===== src/rtl/snoop_pkg.sv =====
package snoop_pkg;
  typedef enum logic [1:0] {
    SNP_OFF   = 2'b00,
    SNP_FLUSH = 2'b01,
    SNP_PURGE = 2'b10,
    SNP_RSVD  = 2'b11
  } snoop_mode_e;

  typedef enum logic [2:0] {
    ST_IDLE,
    ST_COMPARE,
    ST_CACHE_REQ,
    ST_ACCESS,
    ST_ERROR
  } snoop_state_e;
endpackage


===== src/rtl/snoop_window.sv =====
module snoop_window #(
  parameter int ADDR_W = 32
) (
  input  logic [ADDR_W-1:0] addr_i,
  input  logic [ADDR_W-1:0] base_i,
  input  logic [ADDR_W-1:0] mask_i,
  output logic              match_o
);
  always_comb match_o = ((addr_i & mask_i) == (base_i & mask_i));
endmodule


===== src/rtl/snoop_mode_dec.sv =====
module snoop_mode_dec
  import snoop_pkg::*;
(
  input  logic [1:0] mode_i,
  input  logic       prefetch_en_i,
  output logic       snoop_on_o,
  output logic       purge_o,
  output logic       cfg_err_o
);
  snoop_mode_e mode;
  always_comb begin
    mode       = snoop_mode_e'(mode_i);
    snoop_on_o = 1'b0;
    purge_o    = 1'b0;
    unique case (mode)
      SNP_FLUSH: snoop_on_o = 1'b1;
      SNP_PURGE: begin snoop_on_o = 1'b1; purge_o = 1'b1; end
      default:   snoop_on_o = 1'b0;  // off and reserved
    endcase
    cfg_err_o = snoop_on_o & prefetch_en_i;
  end
endmodule


===== src/rtl/snoop_fsm.sv =====
module snoop_fsm
  import snoop_pkg::*;
#(
  parameter int ADDR_W   = 32,
  parameter int LINE_LSB = 5
) (
  input  logic              clk_i,
  input  logic              rst_ni,
  input  logic              req_valid_i,
  input  logic [ADDR_W-1:0] req_addr_i,
  input  logic              req_write_i,
  output logic              req_ready_o,
  output logic [ADDR_W-1:0] cap_addr_o,
  input  logic              hit_i,
  input  logic              purge_i,
  input  logic              cpu_sleep_i,
  output logic              cache_req_o,
  output logic              cache_purge_o,
  output logic [ADDR_W-1:0] cache_addr_o,
  input  logic              cache_ack_i,
  output logic              mem_req_o,
  output logic [ADDR_W-1:0] mem_addr_o,
  output logic              mem_write_o,
  input  logic              mem_done_i,
  output logic              bus_err_o
);
  localparam logic [ADDR_W-1:0] LINE_MASK = ~((ADDR_W'(1) << LINE_LSB) - ADDR_W'(1));

  snoop_state_e state_q, state_d;
  logic [ADDR_W-1:0] addr_q;
  logic              write_q, purge_q;
  logic              accept;

  assign accept = req_valid_i && (state_q == ST_IDLE);

  always_comb begin
    state_d = state_q;
    unique case (state_q)
      ST_IDLE:      if (req_valid_i) state_d = ST_COMPARE;
      ST_COMPARE: begin
        if (!hit_i)           state_d = ST_ACCESS;
        else if (cpu_sleep_i) state_d = ST_ERROR;
        else                  state_d = ST_CACHE_REQ;
      end
      ST_CACHE_REQ: if (cache_ack_i) state_d = ST_ACCESS;
      ST_ACCESS:    if (mem_done_i)  state_d = ST_IDLE;
      ST_ERROR:     state_d = ST_IDLE;
      default:      state_d = ST_IDLE;
    endcase
  end

  always_ff @(posedge clk_i or negedge rst_ni) begin
    if (!rst_ni) begin
      state_q <= ST_IDLE;
      addr_q  <= '0;
      write_q <= 1'b0;
      purge_q <= 1'b0;
    end else begin
      state_q <= state_d;
      if (accept) begin
        addr_q  <= req_addr_i;
        write_q <= req_write_i;
      end
      if (state_q == ST_COMPARE) purge_q <= purge_i;
    end
  end

  assign req_ready_o   = (state_q == ST_IDLE);
  assign cap_addr_o    = addr_q;
  assign cache_req_o   = (state_q == ST_CACHE_REQ);
  assign cache_purge_o = purge_q;
  assign cache_addr_o  = addr_q & LINE_MASK;
  assign mem_req_o     = (state_q == ST_ACCESS);
  assign mem_addr_o    = addr_q;
  assign mem_write_o   = write_q;
  assign bus_err_o     = (state_q == ST_ERROR);
endmodule


===== src/rtl/pci_snoop_ctrl.sv =====
module pci_snoop_ctrl #(
  parameter int ADDR_W     = 32,
  parameter int NUM_WIN    = 2,
  parameter int LINE_BYTES = 32
) (
  input  logic                           clk_i,
  input  logic                           rst_ni,
  input  logic                           req_valid_i,
  output logic                           req_ready_o,
  input  logic [ADDR_W-1:0]              req_addr_i,
  input  logic                           req_write_i,
  input  logic [NUM_WIN-1:0][ADDR_W-1:0] win_base_i,
  input  logic [NUM_WIN-1:0][ADDR_W-1:0] win_mask_i,
  input  logic [1:0]                     snoop_mode_i,
  input  logic                           prefetch_en_i,
  input  logic                           cpu_sleep_i,
  output logic                           cache_req_o,
  output logic                           cache_purge_o,
  output logic [ADDR_W-1:0]              cache_addr_o,
  input  logic                           cache_ack_i,
  output logic                           mem_req_o,
  output logic [ADDR_W-1:0]              mem_addr_o,
  output logic                           mem_write_o,
  input  logic                           mem_done_i,
  output logic                           bus_err_o,
  output logic                           cfg_err_o
);
  localparam int LINE_LSB = $clog2(LINE_BYTES);

  logic [ADDR_W-1:0]  cap_addr;
  logic [NUM_WIN-1:0] win_match;
  logic               snoop_on, purge, hit;

  for (genvar w = 0; w < NUM_WIN; w++) begin : g_win
    snoop_window #(.ADDR_W(ADDR_W)) u_win (
      .addr_i (cap_addr),
      .base_i (win_base_i[w]),
      .mask_i (win_mask_i[w]),
      .match_o(win_match[w])
    );
  end

  snoop_mode_dec u_mode (
    .mode_i       (snoop_mode_i),
    .prefetch_en_i(prefetch_en_i),
    .snoop_on_o   (snoop_on),
    .purge_o      (purge),
    .cfg_err_o    (cfg_err_o)
  );

  assign hit = snoop_on && (|win_match);

  snoop_fsm #(.ADDR_W(ADDR_W), .LINE_LSB(LINE_LSB)) u_fsm (
    .clk_i        (clk_i),
    .rst_ni       (rst_ni),
    .req_valid_i  (req_valid_i),
    .req_addr_i   (req_addr_i),
    .req_write_i  (req_write_i),
    .req_ready_o  (req_ready_o),
    .cap_addr_o   (cap_addr),
    .hit_i        (hit),
    .purge_i      (purge),
    .cpu_sleep_i  (cpu_sleep_i),
    .cache_req_o  (cache_req_o),
    .cache_purge_o(cache_purge_o),
    .cache_addr_o (cache_addr_o),
    .cache_ack_i  (cache_ack_i),
    .mem_req_o    (mem_req_o),
    .mem_addr_o   (mem_addr_o),
    .mem_write_o  (mem_write_o),
    .mem_done_i   (mem_done_i),
    .bus_err_o    (bus_err_o)
  );
endmodule


===== config.mk =====
export PLATFORM = sky130hd
export DESIGN_NAME = pci_snoop_ctrl
export DESIGN_NICKNAME = d
export VERILOG_FILES = /design/src/rtl/snoop_pkg.sv /design/src/rtl/snoop_window.sv /design/src/rtl/snoop_mode_dec.sv /design/src/rtl/snoop_fsm.sv /design/src/rtl/pci_snoop_ctrl.sv
export SDC_FILE = /design/constraint.sdc
export NUM_CORES = 1
export LEC_CHECK = 0
export ABC_AREA = 1
export ABC_CLOCK_PERIOD_IN_PS = 3700
export BUFFER_PORTS_ARGS = -buffer_cell sky130_fd_sc_hd__buf_4
export CAP_MARGIN = 30
export CORE_AREA = 2 2 93 95
export DETAILED_ROUTE_END_ITERATION = 8
export DIE_AREA = 0 0 95 97
export GPL_TIMING_DRIVEN = 0
export PLACE_DENSITY_LB_ADDON = 0.25
export SKIP_CTS_REPAIR_TIMING = 1
export SYNTH_ARGS = -nofsm -noshare
export SYNTH_HDL_FRONTEND = slang
export SYNTH_HIERARCHICAL = 1
export SYNTH_SLANG_ARGS = --single-unit

===== constraint.sdc =====
create_clock -name clk_i -period 3.7 [get_ports clk_i]
set_input_delay 0 -clock clk_i [delete_from_list [all_inputs] [get_ports clk_i]]
set_output_delay 0 -clock clk_i [all_outputs]
set_load 0.03 [all_outputs]

==> results.tsv <==
metric	value	unit
run status	finished clean	
filler cell count in the final layout	705	
largest family of logic cells by synthesized area	simple AND/OR/NAND/NOR gates	
netlist area before placement	3410	µm²
Worst Path Required	3.88	ns
Fin Hold WS	0.0120	ns
Synth Area in Adders	0.00367	
drt wl/cell	12.4	µm
count of final hold-check violations	0	
WL final	11700	µm
max-cap violations	0	
Ant. Diodes	0	
CTS H-tree lvls	2	
worst slew pin tran	0.642	ns
die area	9220	µm²
CP max stage delay	0.43	ns
Worst Hold Depth	4	
FF-to-FF path depth	15	
Worst Hold End	u_fsm/state_q[1]$_DFFE_PN0P_	
synthesized flop and latch total	37	
GRT overflow	0	
initial antenna violation count	0	
Detail Route Antenna Nets	0	
Crit Reg-Reg Startpoint	u_fsm/cap_addr_o[8]$_DFFE_PN0P_	
TritonCTS buffer count	5	
peak supply drop	0.451	mV
sequential-to-total area share from yosys stat	0.271	
total number of vias	4393	
Tot GR Track Use	0.245	
worst hold path type	in2reg	
Nets	1013	
CTS tree	built	
critical path class	reg2reg	
first-pass GRT wire length	18300	µm
compound-cell area share of the yosys netlist	0.0227	
Reg clk slew, reported paths	0.08	ns
hold path startpoint	cache_ack_i	
synthesis-to-layout area growth	70.1	%
vias in the first global route	4153	
largest area contributor in the netlist	dfrtp_1	
r2r endpoint	u_fsm/state_q[1]$_DFFE_PN0P_	
max-slew violations	0	
HPWL after detailed placement	9430	µm
synth warn	6	
largest cells by area after synthesis	dfrtp_1 (27%), nand2_1 (21%), buf_4 (15%), nor2_1 (13%), nand3_1 (7.3%)	
Max Root-Sink Buffers	2	
leakage	3.40	nW
crit path capture type	register	
Row Count	33	
DR iter-0 viols	127	
Crit-path slowest cell	dfrtp_1	
RSZ-0062 raised after global routing	false	
Max Freq	510	MHz
Core Box Area	8130	µm²
Critical Path Source Type	register	
unique cell type count in the Yosys netlist	22	
Initial Utilization	0.420	
pwr dens	662	nW/µm²
clock sinks	37	
DRC	0	
setup violators final	0	
Final Skew	0.00644	ns
mux contribution to synthesized area	0	
gpl congestion	0.834	
Avg Inst Size Synth	6.07	µm²
slew margin rel.	0.572	
die width	95	µm
R2R Setup Slk	1.74	ns
CTS root buffer	clkbuf_8	
vias per cell	4.63	
Initial DRT Pass Iterations	4	
simple-gate share of the synthesized area	0.497	
critical-path cell list	buf_4 > o21ai_0 > nor2_1 > nor2_1 > nand2_1 > nor2_1 > nand2_1 > nor2_1 > nor2_1 > nor2_1 > nand2_1 > nand3_1 > nand2_1 > nand2_1 > a21oi_1	
cell mode on critical path	nor2_1	
xor/xnor cell area share of the yosys netlist	0	
Fin Setup TNS	0	ns
Top Ports	241	
Synth top area share	0.271	
die span in y	97	µm
critical path arrival	2.14	ns
pin count of the biggest net entering global routing	38	
share of cells above drive strength 1	0.378	
Syn Inst Count	562	
fin crit share	0.530	
later-pin clock latency in the skew report	0.29	ns
Buffers on Ports	234	
minimum clock period	1.96	ns
Max FO, Critical Path	4	
==> report_power, final <==
| group | internal (W) | switching [W] |
|---|---|---|
| Clock | 0.000272 | 0.000160 |
| Sequential | 0.000581 | 0.000230 |
| Combinational | 0.00118 | 0.00142 |
==> flip-flops by register name, summed over array words and instances (netlist names) <==
name	count
u_fsm/cache_purge_o	1
u_fsm/state_q	3
u_fsm/cap_addr_o	32
u_fsm/mem_write_o	1
==> cell usage in the layout, fill, tap and decap left out, types with 2 or more instances in the layout <==
cell           count
a21oi_1            2
buf_4            301
buf_6              4
bufinv_16          2
clkbuf_1           3
clkbuf_8           5
conb_1             5
dfrtp_1           37
dlygate4sd3_1     35
inv_1             34
nand2_1          189
nand3_1           50
nand3b_1          31
nor2_1           122
nor3_1             2
o21ai_0            6
o21ai_1            6
==> kinds of logic (layout without fill, tap and decap cells) <==
kind of cell | Yosys count | count (layout)
adders and majority gates | 1 | 1
other | 1 | 5
buffers and inverters | 110 | 387
DFF | 37 | 37
and+or+nand+nor | 398 | 398
AOI/OAI and AO/OA | 15 | 15
==> area by class of cell <==
| class | count | area [µm²] | area share |
|---|---|---|---|
| plain buffers | 75 | 564 | 0.0972 |
| well taps | 105 | 131 | 0.0226 |
| clock inverters | 3 | 68.8 | 0.0119 |
| repair buffers | 269 | 2110 | 0.363 |
| multi-input cells | 419 | 1800 | 0.311 |
| inverters | 35 | 134 | 0.0231 |
| clock buffers | 5 | 68.8 | 0.0119 |
| flip-flops and latches | 37 | 926 | 0.160 |
==> metrics by stage <==
step | area (µm²) | utilization | instances | power (W) | setup slack, ns
2_1_floorplan | 3430 | - | 566 | 0.00250 | 1.97
3_3_place_gp | 5320 | 0.654 | 905 | 0.00332 | 1.86
3_5_place_dp | 5320 | 0.654 | 905 | 0.00339 | 1.79
4_1_cts | 5450 | 0.671 | 913 | 0.00383 | 1.77
5_1_grt | 5800 | 0.714 | 948 | 0.00414 | 1.53
6_report | 5800 | 0.714 | 948 | 0.00384 | 1.74
==> per-layer routing <==
metal / share of wire / GRT usage
met5: 0 / 0
met4: 0.026 / 0.0814
met3: 0.085 / 0.0553
met2: 0.51 / 0.448
met1: 0.37 / 0.273
==> synthesized netlist by cell type, drive strengths merged <==
cell,instances
o21bai,1
nor3,2
clkbuf,3
o21ai,12
nor2,124
nand3b,31
ha,1
nand2,191
nand3,50
conb,1
inv,35
a21oi,2
buf,72
dfrtp,37
==> worst max path at each step <==
stage                                          from                           end  slack (ns)  cells after the start
CTS                 u_fsm/cap_addr_o[8]$_DFFE_PN0P_  u_fsm/state_q[1]$_DFFE_PN0P_        1.77                     15
finish              u_fsm/cap_addr_o[8]$_DFFE_PN0P_  u_fsm/state_q[1]$_DFFE_PN0P_        1.74                     15
global route        u_fsm/cap_addr_o[8]$_DFFE_PN0P_  u_fsm/state_q[1]$_DFFE_PN0P_        1.53                     15
floorplan           u_fsm/cap_addr_o[8]$_DFFE_PN0P_  u_fsm/state_q[1]$_DFFE_PN0P_        1.97                     15
global placement    u_fsm/cap_addr_o[8]$_DFFE_PN0P_  u_fsm/state_q[1]$_DFFE_PN0P_        1.86                     15
detailed placement  u_fsm/cap_addr_o[8]$_DFFE_PN0P_  u_fsm/state_q[1]$_DFFE_PN0P_        1.79                     15
==> worst max-delay path: cells and delay by family, from the launching register on <==
| kind | cells | cell delay (ns) |
|---|---|---|
| AND/OR/NAND/NOR | 12 | 0.99 |
| buffers and inverters | 1 | 0.16 |
| flip-flops | 1 | 0.43 |
| AO/OA/AOI/OAI | 2 | 0.27 |
Power figures use the tool's default switching activity.
